File: src/rtl/dma_req_pkg.sv
// Package: shared types for the DMA burst requester.
// Assumes nothing beyond a single clock domain.
package dma_req_pkg;
    typedef enum logic {
        XDIR_RX = 1'b0,   // port to host: FIFO drains over the bus
        XDIR_TX = 1'b1    // host to port: FIFO fills over the bus
    } xdir_e;

    // Bytes carried by one acknowledged bus cycle.
    localparam int unsigned WORD_BYTES = 2;
endpackage

File: src/rtl/dreq_level_eval.sv
// dreq_level_eval: combinational start/stop decision from FIFO level.
// Receive starts above the threshold and stops when less than a word
// remains; transmit starts below the threshold and stops when less than
// a word of free space remains. Assumes fill <= DEPTH.
module dreq_level_eval
    import dma_req_pkg::*;
#(
    parameter int unsigned DEPTH = 64,
    parameter int unsigned THR_W = 8,
    parameter int unsigned CNT_W = $clog2(DEPTH + 1)
) (
    input  xdir_e            dir,
    input  logic [THR_W-1:0] thr,
    input  logic [CNT_W-1:0] fill,
    output logic             start_ok,
    output logic             stop_now
);
    localparam int unsigned CMP_W = ((CNT_W > THR_W) ? CNT_W : THR_W) + 1;
    localparam logic [CMP_W-1:0] DEPTH_W = CMP_W'(DEPTH);
    localparam logic [CMP_W-1:0] WORD_W  = CMP_W'(WORD_BYTES);

    logic [CMP_W-1:0] fill_w;
    logic [CMP_W-1:0] thr_w;
    logic [CMP_W-1:0] free_w;

    // Widen operands to one common compare width.
    always_comb begin
        fill_w = CMP_W'(fill);
        thr_w  = CMP_W'(thr);
        free_w = DEPTH_W - fill_w;
    end

    // Select the per-direction start and stop conditions.
    always_comb begin
        if (dir == XDIR_RX) begin
            start_ok = fill_w > thr_w;
            stop_now = fill_w < WORD_W;
        end else begin
            start_ok = fill_w < thr_w;
            stop_now = free_w < WORD_W;
        end
    end
endmodule

File: src/rtl/dreq_burst_ctrl.sv
// dreq_burst_ctrl: the hysteretic request register. The burst opens on
// a start condition and closes only on the stop condition or when the
// enable is low. Assumes start/stop come from dreq_level_eval.
module dreq_burst_ctrl (
    input  logic clk,
    input  logic rst_n,
    input  logic en,
    input  logic start_ok,
    input  logic stop_now,
    output logic req_active
);
    logic req_q;

    // Hold the burst once opened; enable low abandons it.
    always_ff @(posedge clk) begin
        if (!rst_n)
            req_q <= 1'b0;
        else
            req_q <= en && !stop_now && (req_q || start_ok);
    end

    assign req_active = req_q;

    AST_DISABLE_CLEARS: assert property (@(posedge clk) disable iff (!rst_n)
        !en |=> !req_active);
    AST_HOLD_BURST: assert property (@(posedge clk) disable iff (!rst_n)
        (req_active && en && !stop_now) |=> req_active);
    AST_STOP_BURST: assert property (@(posedge clk) disable iff (!rst_n)
        stop_now |=> !req_active);
endmodule

File: src/rtl/dreq_ack_strobe.sv
// dreq_ack_strobe: detects the falling edge of the active-low
// acknowledge and turns each qualified edge into one registered strobe
// in the current direction. Assumes the acknowledge is synchronous to clk.
module dreq_ack_strobe
    import dma_req_pkg::*;
(
    input  logic  clk,
    input  logic  rst_n,
    input  logic  ack_n,
    input  logic  qualify,
    input  xdir_e dir,
    output logic  strobe_rx,
    output logic  strobe_tx
);
    logic ack_prev_q;
    logic rx_q;
    logic tx_q;
    logic fall;

    // Remember the previous acknowledge level for edge detection.
    always_ff @(posedge clk) begin
        if (!rst_n)
            ack_prev_q <= 1'b1;
        else
            ack_prev_q <= ack_n;
    end

    assign fall = ack_prev_q && !ack_n;

    // Register one strobe per qualified falling edge.
    always_ff @(posedge clk) begin
        if (!rst_n) begin
            rx_q <= 1'b0;
            tx_q <= 1'b0;
        end else begin
            rx_q <= fall && qualify && (dir == XDIR_RX);
            tx_q <= fall && qualify && (dir == XDIR_TX);
        end
    end

    assign strobe_rx = rx_q;
    assign strobe_tx = tx_q;

    AST_SINGLE_STROBE: assert property (@(posedge clk) disable iff (!rst_n)
        (strobe_rx || strobe_tx) |=> !(strobe_rx || strobe_tx));
    AST_STROBE_NEEDS_EDGE: assert property (@(posedge clk) disable iff (!rst_n)
        (strobe_rx || strobe_tx) |-> $past(qualify));
endmodule

File: src/rtl/dma_burst_req.sv
// dma_burst_req: top of the threshold-started DMA burst requester.
// Ties level evaluation, the hysteretic request register and the
// acknowledge strobe generator together and forms the status byte.
// Assumes fill_count never exceeds DEPTH and all inputs are synchronous.
module dma_burst_req
    import dma_req_pkg::*;
#(
    parameter int unsigned DEPTH    = 64,
    parameter int unsigned THR_W    = 8,
    parameter int unsigned CNT_W    = $clog2(DEPTH + 1),
    parameter int unsigned STAT_W   = 8,
    parameter int unsigned STAT_BIT = 7
) (
    input  logic              clk,
    input  logic              rst_n,
    input  logic              dma_en,
    input  logic              dir_tx,
    input  logic [THR_W-1:0]  thr,
    input  logic [CNT_W-1:0]  fill_count,
    input  logic              dma_ack_n,
    output logic              dma_req_n,
    output logic [STAT_W-1:0] dma_status,
    output logic              xfer_rx,
    output logic              xfer_tx
);
    xdir_e dir;
    logic  start_ok;
    logic  stop_now;
    logic  req_active;
    logic  ack_qual;

    assign dir = dir_tx ? XDIR_TX : XDIR_RX;

    dreq_level_eval #(
        .DEPTH (DEPTH),
        .THR_W (THR_W),
        .CNT_W (CNT_W)
    ) u_level (
        .dir      (dir),
        .thr      (thr),
        .fill     (fill_count),
        .start_ok (start_ok),
        .stop_now (stop_now)
    );

    dreq_burst_ctrl u_burst (
        .clk        (clk),
        .rst_n      (rst_n),
        .en         (dma_en),
        .start_ok   (start_ok),
        .stop_now   (stop_now),
        .req_active (req_active)
    );

    assign ack_qual = dma_en && req_active;

    dreq_ack_strobe u_ack (
        .clk       (clk),
        .rst_n     (rst_n),
        .ack_n     (dma_ack_n),
        .qualify   (ack_qual),
        .dir       (dir),
        .strobe_rx (xfer_rx),
        .strobe_tx (xfer_tx)
    );

    assign dma_req_n = !req_active;

    // Place the request flag at its status bit, all other bits zero.
    always_comb begin
        dma_status           = '0;
        dma_status[STAT_BIT] = req_active;
    end

    AST_FILL_IN_RANGE: assert property (@(posedge clk) disable iff (!rst_n)
        fill_count <= CNT_W'(DEPTH));
    AST_RX_START: assert property (@(posedge clk) disable iff (!rst_n)
        (dma_en && !dir_tx && (fill_count >= 2) && (32'(fill_count) > 32'(thr)))
        |=> !dma_req_n);
    AST_TX_START: assert property (@(posedge clk) disable iff (!rst_n)
        (dma_en && dir_tx && (32'(fill_count) + 2 <= DEPTH) && (32'(fill_count) < 32'(thr)))
        |=> !dma_req_n);
    AST_RX_DROP: assert property (@(posedge clk) disable iff (!rst_n)
        (!dir_tx && fill_count < 2) |=> dma_req_n);
    AST_STROBE_DIR: assert property (@(posedge clk) disable iff (!rst_n)
        xfer_rx |-> $past(!dir_tx));
endmodule

File: config.mk
export PLATFORM = sky130hd
export DESIGN_NAME = dma_burst_req
export DESIGN_NICKNAME = d
export VERILOG_FILES = /design/src/rtl/dma_req_pkg.sv /design/src/rtl/dreq_level_eval.sv /design/src/rtl/dreq_burst_ctrl.sv /design/src/rtl/dreq_ack_strobe.sv /design/src/rtl/dma_burst_req.sv
export SDC_FILE = /design/constraint.sdc
export NUM_CORES = 1
export LEC_CHECK = 0
export BUFFER_PORTS_ARGS = -buffer_cell sky130_fd_sc_hd__buf_2
export CAP_MARGIN = 15
export CORE_UTILIZATION = 30
export DETAILED_ROUTE_END_ITERATION = 10
export GPL_TIMING_DRIVEN = 0
export PLACE_DENSITY = 0.6
export SLEW_MARGIN = 10
export SYNTH_ARGS = -nofsm -noshare
export SYNTH_HDL_FRONTEND = slang
export SYNTH_SLANG_ARGS = --single-unit
File: constraint.sdc
create_clock -name clk -period 3.1 [get_ports clk]
set_input_delay 0.775 -clock clk [delete_from_list [all_inputs] [get_ports clk]]
set_output_delay 0.775 -clock clk [all_outputs]
set_load 0.01 [all_outputs]
==> metrics.yaml <==
clock_tree:
  clock-root-buffer: "clkbuf_4"
  cts_resized: 0
  tritoncts: "yes"
  post_cts_buffers: 0
  cts_hold_buffers: 0
  cts_buffers: 3
  cts_sinks: 4
  clock_path_buffers: 2
  h-tree-depth: 1
  clk_pin_slew_ns: 0.04
  clk_latency_ns: 0.23
drt:
  viasPerCell: 4.50
  wl_per_cell_um: 8.46
  drt-initial-drc-count: 11
  drtPass1Iterations: 4
  wl_met1_um: 427
  dr_wl_met2_um: 466
  vias: 513
  postRouteAntennaNets: 0
  dr_wl_met3_um: 69
  routed_wl_um: 964
  drc_errors: 0
  top_layer: "met3"
synth:
  async_flop_share: 0
  synthMuxAreaShare: 0
  synth_fa_ha_area_frac: 0.209
  synth.avg_cell_area_um2: 7.26
  synth_edf_count: 0
  synth_area_um2: 479
  ys_ff_latch: 4
  syn_inst: 66
  ys.warnings.count: 0
  synth.distinct_cells: 23
  synth_top_family_by_area: "simple AND/OR/NAND/NOR gates"
  synth_xor_area_frac: 0
  synth-compound-area-share: 0.164
  synth_simple_gate_area_frac: 0.232
  dominantRegCellSynth: "dfxtp_1"
  yosysSeqAreaShare: 0.167
floorplanning:
  start_util: 0.318
  row_count: 14
  die_area_um2: 1760
  io_pins: 31
  coreArea_um2: 1510
  die_x_um: 42.0
  die_y_um: 42.0
min_path:
  min_to: "u_burst.req_active$_SDFF_PN0_"
  hold_start: "u_burst.req_active$_SDFF_PN0_"
  hold_depth: 2
  hp-class: "register to register"
timing:
  timing.final.crit_share: 0.618
  hold_viol: 0
  rsz0062_at_grt: "false"
  setup_ws_ns: 1.18
  finalSetupViolCount: 0
  maxSlewViolCount: 0
  setup-tns-final_ns: 0
  min_period_ns: 1.92
  skew_ns: 0.00478
  fmax_mhz: 522
critical_path:
  cpPeakStageDelay_ns: 0.46
  cp_slowest_cell: "or4_1"
  criticalPathCategory: "primary input to register"
  crit_arrival_ns: 2.07
  required_ns: 3.26
  critPathMaxFanout: 3
  crit_chain: "buf_2 -> ha_1 -> nand4b_1 -> nor3_1 -> or4_1 -> a41oi_1"
  worstReg2RegStart: "u_burst.req_active$_SDFF_PN0_"
  r2r-end: "u_ack.strobe_rx$_SDFF_PN0_"
  start_kind: "primary input"
  cp-end-kind: "register"
  reg2regPathDepth: 3
  rrSetupSlack_ns: 2.18
global_routing:
  grt_pass1_wl_um: 1610
  antenna_found_initial: 0
  grt_max_degree: 9
  track_usage: 0.121
  grt_pass1_vias: 437
  grt_overflow: 0
place:
  globalplace.congestion: 0.748
  hpwl_um: 846
  post-place-ws_ns: 0.937
  port_buffers: 23
cells_and_area:
  final_common_cell: "buf_2"
  drive_gt1_frac: 0.347
  final_cell_mix: "23 x buf_2, 12 x inv_1, 8 x ha_1, 8 x buf_4, 7 x conb_1"
  area_growth_pct: 37.6
  nets: 128
  diodes: 0
job:
  max_cap_viol_count: 0
status:
  status: "complete, no violations"
power:
  leakage_nw: 0.379
  irDropWorstVdd_mv: 0.0635
  powerDensity_nw_per_um2: 277
cell families after synthesis:
group | count (synthesis)
other | 1
AOI/OAI and AO/OA | 12
and+or+nand+nor | 21
buffers and inverters | 20
DFF | 4
adders and majority gates | 8
critical path: cells and delay by family:
family	cells	cell delay (ns)
adder cells (fa/ha/maj)	1	0.29
AO/OA/AOI/OAI	1	0.20
buffers and inverters	1	0.12
AND/OR/NAND/NOR	3	0.69
per-stage QoR:
| stage | power [mW] | util | instances | hold slack (ns) | area [um2] |
|---|---|---|---|---|---|
| 2_1_floorplan | 0.0957 | - | 72 | 0.493 | 502 |
| 6_report | 0.183 | 0.438 | 114 | 0.515 | 659 |
| 3_3_place_gp | 0.118 | 0.423 | 111 | 0.516 | 637 |
| 5_1_grt | 0.197 | 0.438 | 114 | 0.563 | 659 |
| 3_5_place_dp | 0.119 | 0.423 | 111 | 0.514 | 637 |
| 4_1_cts | 0.186 | 0.438 | 114 | 0.520 | 659 |
power by group:
group	switching [mW]	internal (mW)
sequential	0.000617	0.0536
clock	0.0207	0.0433
combinational	0.0319	0.0325
total	0.0532	0.129
cell usage after synthesis, types with 2 or more instances:
library cell  instances  area share
a211oi_1              2       0.031
a21oi_1               2       0.021
a31oi_1               2       0.026
buf_4                 8        0.13
dfxtp_1               4        0.17
ha_1                  8        0.21
inv_1                12       0.094
nand2_1               6       0.047
nand2b_1              2       0.026
nor2_1                4       0.031
nor3_1                2       0.021
o21ai_0               2       0.021
or3_1                 2       0.026
registers in the layout, indices dropped and copies added (netlist names):
signal and count:
u_ack.ack_prev_q 1, u_burst.req_active 1, u_ack.strobe_tx 1, u_ack.strobe_rx 1
layer usage:
metal | track usage | vias to the layer above
met4 | 0.0774 | 0
met5 | 0 | -
met2 | 0.216 | 17
li1 | - | 276
met3 | 0.0130 | 0
met1 | 0.133 | 220
how the worst max path moves through the flow:
stage                        startpoint                             to  slack, ns  cells past startpoint
after floorplan                  thr[5]  u_burst.req_active$_SDFF_PN0_       1.09                      6
after global placement    fill_count[5]  u_burst.req_active$_SDFF_PN0_       0.93                      6
after detailed placement  fill_count[6]  u_burst.req_active$_SDFF_PN0_       0.94                      6
after CTS                 fill_count[5]  u_burst.req_active$_SDFF_PN0_       1.19                      6
after global routing             thr[5]  u_burst.req_active$_SDFF_PN0_       1.10                      7
final                     fill_count[5]  u_burst.req_active$_SDFF_PN0_       1.18                      6
area by class of cell:
class                      instances  area [um2]
fill                             172         847
multi-input combinational         48         317
timing repair buffer              23         115
sequential                         4        80.1
buffer                             8        60.1
inverter                          12        45.0
clock buffer                       3        22.5
tap                               16        20.0
No activity file was read; power rests on OpenSTA's default activity.
